File: src/rtl/gcs_pkg.sv
package gcs_pkg;
  localparam int FIELD_W = 6;
  localparam int NUM_SRC = FIELD_W * FIELD_W;
  localparam int POS_W   = $clog2(FIELD_W);
  localparam int SRC_IDX_W = $clog2(NUM_SRC);

  typedef struct packed {
    logic               en;
    logic [FIELD_W-1:0] row;
    logic [FIELD_W-1:0] col;
  } spine_cfg_t;
endpackage

File: src/rtl/gcs_cfg_bank.sv
module gcs_cfg_bank
  import gcs_pkg::*;
#(
  parameter int SPINES = 8,
  localparam int IDX_W = $clog2(SPINES)
) (
  input  logic                     clk,
  input  logic                     rst,
  input  logic                     wr_en,
  input  logic [IDX_W-1:0]         wr_idx,
  input  spine_cfg_t               wr_cfg,
  output spine_cfg_t [SPINES-1:0]  cfg_q
);
  for (genvar s = 0; s < SPINES; s++) begin : g_slot
    always_ff @(posedge clk) begin
      if (rst) begin
        cfg_q[s] <= '0;
      end else if (wr_en && wr_idx == IDX_W'(s)) begin
        cfg_q[s] <= wr_cfg;
      end
    end
  end
endmodule

File: src/rtl/gcs_onehot_dec.sv
module gcs_onehot_dec #(
  parameter int W = 6,
  localparam int PW = $clog2(W)
) (
  input  logic [W-1:0]  vec,
  output logic          valid,
  output logic [PW-1:0] pos
);
  always_comb begin
    valid = (vec != '0) && ((vec & (vec - W'(1))) == '0);
    pos   = '0;
    for (int b = 0; b < W; b++) begin
      if (vec[b]) pos = pos | PW'(b);
    end
  end
endmodule

File: src/rtl/gcs_spine_mux.sv
module gcs_spine_mux
  import gcs_pkg::*;
(
  input  spine_cfg_t         cfg,
  input  logic [NUM_SRC-1:0] src,
  output logic               sel,
  output logic               bad
);
  logic             row_ok, col_ok;
  logic [POS_W-1:0] row_pos, col_pos;
  logic [SRC_IDX_W-1:0] idx;

  gcs_onehot_dec #(.W(FIELD_W)) u_row (.vec(cfg.row), .valid(row_ok), .pos(row_pos));
  gcs_onehot_dec #(.W(FIELD_W)) u_col (.vec(cfg.col), .valid(col_ok), .pos(col_pos));

  always_comb begin
    idx = SRC_IDX_W'(col_pos) * SRC_IDX_W'(FIELD_W) + SRC_IDX_W'(row_pos);
    bad = cfg.en && !(row_ok && col_ok);
    sel = (cfg.en && row_ok && col_ok) ? src[idx] : 1'b0;
  end
endmodule

File: src/rtl/gcs_spine_select.sv
module gcs_spine_select
  import gcs_pkg::*;
#(
  parameter int SPINES_PER_HALF = 8,
  parameter int HALVES = 2,
  localparam int TOTAL  = SPINES_PER_HALF * HALVES,
  localparam int SP_W   = $clog2(SPINES_PER_HALF),
  localparam int HALF_W = (HALVES > 1) ? $clog2(HALVES) : 1
) (
  input  logic               clk,
  input  logic               rst,
  input  logic               cfg_we,
  input  logic [HALF_W-1:0]  cfg_half,
  input  logic [SP_W-1:0]    cfg_spine,
  input  logic [FIELD_W-1:0] cfg_row,
  input  logic [FIELD_W-1:0] cfg_col,
  input  logic               cfg_en,
  input  logic [NUM_SRC-1:0] src_in,
  output logic [TOTAL-1:0]   spine_out,
  output logic [HALVES-1:0]  cfg_err
);
  spine_cfg_t [TOTAL-1:0] cfg_all;
  spine_cfg_t             wr_cfg;
  logic [TOTAL-1:0]       sel_d;
  logic [TOTAL-1:0]       bad_d;

  assign wr_cfg = '{en: cfg_en, row: cfg_row, col: cfg_col};

  for (genvar h = 0; h < HALVES; h++) begin : g_half
    gcs_cfg_bank #(.SPINES(SPINES_PER_HALF)) u_bank (
      .clk   (clk),
      .rst   (rst),
      .wr_en (cfg_we && cfg_half == HALF_W'(h)),
      .wr_idx(cfg_spine),
      .wr_cfg(wr_cfg),
      .cfg_q (cfg_all[h*SPINES_PER_HALF +: SPINES_PER_HALF])
    );

    for (genvar s = 0; s < SPINES_PER_HALF; s++) begin : g_spine
      gcs_spine_mux u_mux (
        .cfg(cfg_all[h*SPINES_PER_HALF + s]),
        .src(src_in),
        .sel(sel_d[h*SPINES_PER_HALF + s]),
        .bad(bad_d[h*SPINES_PER_HALF + s])
      );
    end

    always_ff @(posedge clk) begin
      if (rst) cfg_err[h] <= 1'b0;
      else     cfg_err[h] <= |bad_d[h*SPINES_PER_HALF +: SPINES_PER_HALF];
    end
  end

  always_ff @(posedge clk) begin
    if (rst) spine_out <= '0;
    else     spine_out <= sel_d;
  end
endmodule

File: config.mk
export PLATFORM = sky130hd
export DESIGN_NAME = gcs_spine_select
export DESIGN_NICKNAME = d
export VERILOG_FILES = /design/src/rtl/gcs_pkg.sv /design/src/rtl/gcs_cfg_bank.sv /design/src/rtl/gcs_onehot_dec.sv /design/src/rtl/gcs_spine_mux.sv /design/src/rtl/gcs_spine_select.sv
export SDC_FILE = /design/constraint.sdc
export NUM_CORES = 1
export LEC_CHECK = 0
export BUFFER_PORTS_ARGS = -buffer_cell sky130_fd_sc_hd__buf_2
export CAP_MARGIN = 20
export CORE_MARGIN = 3
export CORE_UTILIZATION = 55
export DETAILED_ROUTE_END_ITERATION = 10
export PLACE_DENSITY = 0.72
export SKIP_LAST_GASP = 1
export SLEW_MARGIN = 20
export SYNTH_ARGS = -nofsm -noshare
export SYNTH_HDL_FRONTEND = slang
export SYNTH_HIERARCHICAL = 1
export SYNTH_SLANG_ARGS = --single-unit
File: constraint.sdc
create_clock -name clk -period 6.1 [get_ports clk]
set_clock_uncertainty 0.15 [all_clocks]
set_input_delay 0.305 -clock clk [delete_from_list [all_inputs] [get_ports clk]]
set_output_delay 0.305 -clock clk [all_outputs]
set_load 0.005 [all_outputs]
# Word level (Yosys, flattened, before mapping)

Cells that the tools add are included.

Add/sub/neg operators: 48
$mul: 16
Magnitude comparators: 16
Equal/unequal tests: 7
Multiplexer cells: 192
Bitwise logic cells: 49
Reductions and logical operators: 213

Operator list:

| cell                                                                  | count |
|---|---|
| 6-bit AND                                                             | 32 |
| 6-bit logical NOT                                                     | 32 |
| 3-bit two-way mux                                                     | 64 |
| 6-bit nonzero test                                                    | 32 |
| 6-bit by 1-bit subtractor with 6-bit output (second input constant)   | 32 |
| 2-bit two-way mux                                                     | 64 |
| 1-bit logical AND                                                     | 114 |
| 6-bit by 7-bit < comparator with 1-bit output (second input constant) | 16 |
| 6-bit by 3-bit adder with 6-bit output                                | 16 |
| 1-bit binary-select mux with 6-bit select                             | 16 |
| 3-bit by 2-bit multiplier with 5-bit output (second input constant)   | 16 |
| 1-bit two-way mux                                                     | 48 |
| 2-bit OR reduction                                                    | 16 |
| 1-bit inverter                                                        | 17 |
| 1-bit logical NOT                                                     | 16 |
| 8-bit OR reduction                                                    | 2 |
| 3-bit == test (second input constant)                                 | 4 |
| 3-bit by 2-bit == test with 1-bit output (second input constant)      | 2 |
| 3-bit by 1-bit == test with 1-bit output (second input constant)      | 1 |
| 3-bit logical NOT                                                     | 1 |

Register bits: 226
Output and inout port bits: 18
Word-level logic and storage cells: 607

# Logic depth before layout (Yosys ltp)

Word-level depth: 9
Gate-level depth with buffers: 10
Gate-level depth less buffers: 10

# Hierarchy

The synthesis kept the hierarchy.

By module, submodules not included:

| module           | instances | cells an instance | area each (um^2) | seq. area each (um^2) |
|---|---|---|---|---|
| gcs_spine_mux    | 16        | 43                | 529.3            | 0.0 |
| gcs_cfg_bank     | 2         | 376               | 4154.0           | 2082.0 |
| gcs_onehot_dec   | 32        | 12                | 85.1             | 0.0 |
| gcs_spine_select | 1         | 43                | 539.3            | 360.3 |

# Least setup slack after synthesis

No wires, ideal clock.

Kind: register to register
Start point: reg g_half[0].u_bank/cfg_q[1] in the netlist's numbering
End point: reg spine_out[0]
Setup time: 0.116 ns
Arrival: 2.642 ns
Required time: 5.834 ns
Path slack: 3.192 ns
Stages on the path, launching flop included: 11
Path buffers: 0
Clock period less this slack: 2.908 ns
Cell sequence: dfxtp_1 > or3_2 > ha_1 > inv_1 > fa_1 > mux4_2 > mux2i_1 > mux2i_1 > nand4b_1 > o311ai_1 > and2b_2

Cells in the longest elaborated chain, start to end: 9
Elaborated cells on any way between the ends: 17
Classes of those cells: add/sub (2); mul (1); mux (7); bitwise (2); reduce/logical (5)

Ends and longest elaborated chain:

| what                                            | RTL line               | source |
|---|---|---|
| start, declared                                 | gcs_cfg_bank.sv:12     | `output spine_cfg_t [SPINES-1:0] cfg_q` |
| start signal, assigned by index                 | gcs_cfg_bank.sv:19     | `cfg_q[s] <= wr_cfg;` |
| 1-bit two-way mux                               | gcs_onehot_dec.sv:13   | `if (vec[b]) pos = pos \| PW'(b);` |
| 2-bit two-way mux (2 in series)                 | gcs_onehot_dec.sv:13   |  |
| 3-bit two-way mux (2 in series)                 | gcs_onehot_dec.sv:13   |  |
| named net g_half[0].g_spine[0].u_mux.col_pos[0] | gcs_spine_mux.sv:10    | `logic [POS_W-1:0] row_pos, col_pos;` |
| 3-bit by 2-bit multiplier with 5-bit output     | gcs_spine_mux.sv:17    | `idx = SRC_IDX_W'(col_pos) * SRC_IDX_W'(FIELD_W) + SRC_IDX_W'(row_pos);` |
| 6-bit by 3-bit adder with 6-bit output          | gcs_spine_mux.sv:17    |  |
| 1-bit binary-select mux with 6-bit select       | gcs_spine_mux.sv:19    | `sel = (cfg.en && row_ok && col_ok) ? src[idx] : 1'b0;` |
| 1-bit two-way mux (implied by the code)         | gcs_spine_mux.sv:19    |  |
| end signal, assigned                            | gcs_spine_select.sv:56 | `else spine_out <= sel_d;` |
| end, declared                                   | gcs_spine_select.sv:19 | `output logic [TOTAL-1:0] spine_out,` |

The timed path passes the listed nets, and every way through them passes these cells. The select of a mux whose other input is x is not followed.
A chain may end at the register's enable or synchronous reset.

# Final worst setup path

Start point: reg g_half[1].u_bank/cfg_q[27] in the netlist's numbering
End point: reg spine_out[10]

Cells in the longest elaborated chain, start to end: 9
Elaborated cells on any way between the ends: 17
Classes of those cells: add/sub (2); mul (1); mux (7); bitwise (2); reduce/logical (5)

Ends and longest elaborated chain:

| what                                            | RTL line |
|---|---|
| start, declared                                 | gcs_cfg_bank.sv:12 |
| start signal, assigned by index                 | gcs_cfg_bank.sv:19 |
| 1-bit two-way mux                               | gcs_onehot_dec.sv:13 |
| 2-bit two-way mux (2 in series)                 | gcs_onehot_dec.sv:13 |
| 3-bit two-way mux (2 in series)                 | gcs_onehot_dec.sv:13 |
| named net g_half[1].g_spine[2].u_mux.col_pos[0] | gcs_spine_mux.sv:10 |
| 3-bit by 2-bit multiplier with 5-bit output     | gcs_spine_mux.sv:17 |
| 6-bit by 3-bit adder with 6-bit output          | gcs_spine_mux.sv:17 |
| 1-bit binary-select mux with 6-bit select       | gcs_spine_mux.sv:19 |
| 1-bit two-way mux (implied by the code)         | gcs_spine_mux.sv:19 |

The timed path passes the listed nets, and every way through them passes these cells. The select of a mux whose other input is x is not followed.

==> flow_metrics.env <==
export IMPL_critPathLaunchType="flip-flop"
export IMPL_post_drt_wl_per_cell_um=24.36
export IMPL_io_pin_count=74
export IMPL_total_number_of_h_tree_levels=1
export IMPL_synthesis_yosys_warnings=6
export IMPL_finalSetupViolations=0
export IMPL_grt_remaining_overflow=0
export IMPL_seq_area_frac_synth_pct=22.58
export IMPL_run_status="completed"
export IMPL_number_of_core_rows=69
export IMPL_criticalPathCategory="flip-flop to flip-flop"
export IMPL_r2r_cells=10
export IMPL_timing_final_ws_setup_ns=2.924
export IMPL_synth_cell_types=42
export IMPL_grt_pass1_vias=15421
export IMPL_via_count=15546
export IMPL_timing_max_cap_violations=0
export IMPL_grt_use_total_pct=28.94
export IMPL_max_freq_ghz=0.3149
export IMPL_worst_ep_arrival_time_ns=3.47
export IMPL_die_x_um=196.9
export IMPL_post_cts_resized=0
export IMPL_reported_leakage_power_nw=9.253
export IMPL_postCtsHoldBufs=0
export IMPL_detailedPlace_worstSlack_ns=2.963
export IMPL_synth_nets=2035
export IMPL_core_region_area_mm2=0.03574
export IMPL_crit_family="adder cells"
export IMPL_layout_commonest_cell="sky130_fd_sc_hd__mux2i_1"
export IMPL_setup_total_negative_slack_ns=0
export IMPL_ys_seq_elements=226
export IMPL_die_boundary_height_um=196.9
export IMPL_cp_max_fo=5
export IMPL_diodes_inserted=0
export IMPL_worst_pin_slew_ns=1.010
export IMPL_gp_routability_congestion=0.8820
export IMPL_cts_root_buffer_cell="sky130_fd_sc_hd__clkbuf_16"
export IMPL_dpl_hpwl_mm=37.09
export IMPL_detail_route_antenna_nets=0
export IMPL_cts_repair_timing_setup_buffer_count=0
export IMPL_crit_path_top_delay_cell="sky130_fd_sc_hd__fa_1"
export IMPL_path_common_cell="sky130_fd_sc_hd__mux2i_1"
export IMPL_grt_pass1_wl_mm=87.50
export IMPL_tritoncts_num_sinks=226
export IMPL_clkLatencyLatePin_ns=0.56
export IMPL_hold_path_cell_count=2
export IMPL_grt_setup_unrepaired="no"
export IMPL_drt_first_iter_violations=1570
export IMPL_initial_core_util_pct=56.06
export IMPL_number_of_antenna_violations_at_the_first_check_in_global_routing=1
export IMPL_synthCells=1867
export IMPL_nNetsFinal=2030
export IMPL_die_area_mm2=0.03876
export IMPL_layout_area_overhead_vs_synth_pct=5.720
export IMPL_critical_path_buf_inv_count=1
export IMPL_numPlacedInstances=2293
export IMPL_drive_gt1_share_pct=20.07
export IMPL_instances_no_fill=2344
export IMPL_worst_setup_hold_path_clk_slew_ns=0.06
export IMPL_yosys_most_used_dff="sky130_fd_sc_hd__dfxtp_1"
export IMPL_synth_cell_area_mm2=0.02004
export IMPL_syn_mean_instance_area_um2=10.73
export IMPL_layout_min_cycle_time_ns=3.176
export IMPL_drt_drc_violations_left=0
export IMPL_worst_hold_path_type="input pin to flip-flop"
export IMPL_mostFrequentLayoutCells="sky130_fd_sc_hd__mux2i_1 (256), sky130_fd_sc_hd__nand2b_1 (234), sky130_fd_sc_hd__dfxtp_1 (226)"
export IMPL_required_ns=6.39
export IMPL_detail_route_vias_per_cell=6.632
export IMPL_cp_end_kind="flip-flop"
export IMPL_tritoncts="yes"
export IMPL_slew_violations=0
export IMPL_io_buffer_count=73
export IMPL_cellPowerDensity_mw_per_mm2=185.1
export IMPL_postRouteWirelength_mm=57.11
export IMPL_synth_enable_flop_cells=0
export IMPL_postSynth_asyncResetShare_pct=0
export IMPL_timing_critical_path_depth=10
export IMPL_grt_max_degree=109
export IMPL_drtPass1Iterations=5
export IMPL_period_share_pct=52.06
export IMPL_cts_buffers=28
export IMPL_crit_chain="or3_2 -> ha_1 -> inv_1 -> fa_1 -> mux4_2 -> mux2i_1 -> mux2i_1 -> nand4b_1 -> o311ai_1 -> and2b_2"
export IMPL_cpPeakStageDelay_ns=0.66
export IMPL_final_hold_violation_count=0
export IMPL_ir_worst_vdd_mv=0.1996
export IMPL_clk_path_buf_depth=3
export IMPL_worst_slew_margin_rel_pct=32.25
flip-flops by register name, indices dropped and copies added, names as in the netlist:
register             count
g_half.u_bank/cfg_q    208
cfg_err                  2
spine_out               16
cell type report:
type                    instances  area (µm²)
fillers                      3005       14560
multi-input cells            1400       14260
flip-flops and latches        226        4524
clock buffers                  42       854.6
well taps                     461       576.8
inverters                     128       480.5
repair buffers                 78       405.4
clock inverters                 9       83.83
cell families (layout without fill, tap and decap cells):
logic type      count (synthesis)  in the layout  share of synthesized area, %
flops                         226            226                         22.58
compound gates                194            194                         6.943
mux                           416            416                         32.57
simple gates                  550            550                         17.46
buf+inv                       241            257                         6.263
fa+ha+maj                     144            144                         9.991
xor+xnor                       96             96                         4.196
worst reg2reg max path, cell delays in order, from the launching register on:
cell and delay (ns):
sky130_fd_sc_hd__dfxtp_1 0.34, sky130_fd_sc_hd__or3_2 0.51, sky130_fd_sc_hd__ha_1 0.32, sky130_fd_sc_hd__inv_1 0.06
sky130_fd_sc_hd__fa_1 0.66, sky130_fd_sc_hd__mux4_2 0.35, sky130_fd_sc_hd__mux2i_1 0.15, sky130_fd_sc_hd__mux2i_1 0.09
sky130_fd_sc_hd__nand4b_1 0.11, sky130_fd_sc_hd__o311ai_1 0.10, sky130_fd_sc_hd__and2b_2 0.22
layer usage:
metal / share of wire, % / GRT usage (%)
met2: 44 / 45.25
met4: 3.8 / 9.583
met3: 12 / 6.838
met5: 0 / 0
met1: 41 / 39.95
report_power, final:
part	internal, mW	switching, mW
clock	1.01	0.688
sequential	1.49	0.0203
combinational	0.325	0.386
final timing paths:
path / start / to / slack, ns
setup / recovery: g_half[1].u_bank/cfg_q[27]$_SDFFE_PP0P_ / spine_out[10]$_SDFF_PP0_ / 2.92
hold / removal: rst / spine_out[7]$_SDFF_PP0_ / 0.24
setup reg to reg: g_half[1].u_bank/cfg_q[27]$_SDFFE_PP0P_ / spine_out[10]$_SDFF_PP0_ / 2.92
hold reg to reg: g_half[0].u_bank/cfg_q[90]$_SDFFE_PP0P_ / g_half[0].u_bank/cfg_q[90]$_SDFFE_PP0P_ / 0.34
Yosys cell counts (18+ instances only):
library cell	instances	area [µm²]
sky130_fd_sc_hd__a21oi_1	34	170.2
sky130_fd_sc_hd__a21oi_2	32	280.3
sky130_fd_sc_hd__buf_2	26	130.1
sky130_fd_sc_hd__buf_6	21	236.5
sky130_fd_sc_hd__clkbuf_1	36	135.1
sky130_fd_sc_hd__dfxtp_1	226	4524
sky130_fd_sc_hd__fa_1	32	640.6
sky130_fd_sc_hd__ha_1	80	1001
sky130_fd_sc_hd__inv_1	128	480.5
sky130_fd_sc_hd__maj3_2	32	360.4
sky130_fd_sc_hd__mux2i_1	256	2562
sky130_fd_sc_hd__mux4_1	96	2522
sky130_fd_sc_hd__mux4_2	64	1441
sky130_fd_sc_hd__nand2b_1	234	1464
sky130_fd_sc_hd__nand4_1	18	112.6
sky130_fd_sc_hd__nand4b_1	22	192.7
sky130_fd_sc_hd__nor2_1	48	180.2
sky130_fd_sc_hd__o211ai_1	32	240.2
sky130_fd_sc_hd__o21ai_0	32	160.2
sky130_fd_sc_hd__o31a_1	32	280.3
sky130_fd_sc_hd__or2_2	64	400.4
sky130_fd_sc_hd__or3_2	32	240.2
sky130_fd_sc_hd__or4_1	32	240.2
sky130_fd_sc_hd__xor2_1	80	700.7
metrics by stage:
step	utilization [%]	instance area (µm²)	hold WS [ns]	total power, mW
detailed placement	56.64	20250	0.3257	2.238
global placement	56.64	20250	0.3161	2.222
finish	59.27	21180	0.2391	3.922
floorplan	-	20040	0.3031	2.045
CTS	59.27	21180	0.2170	3.930
global route	59.27	21180	0.2775	4.049
No activity file was read; power rests on OpenSTA's default activity.
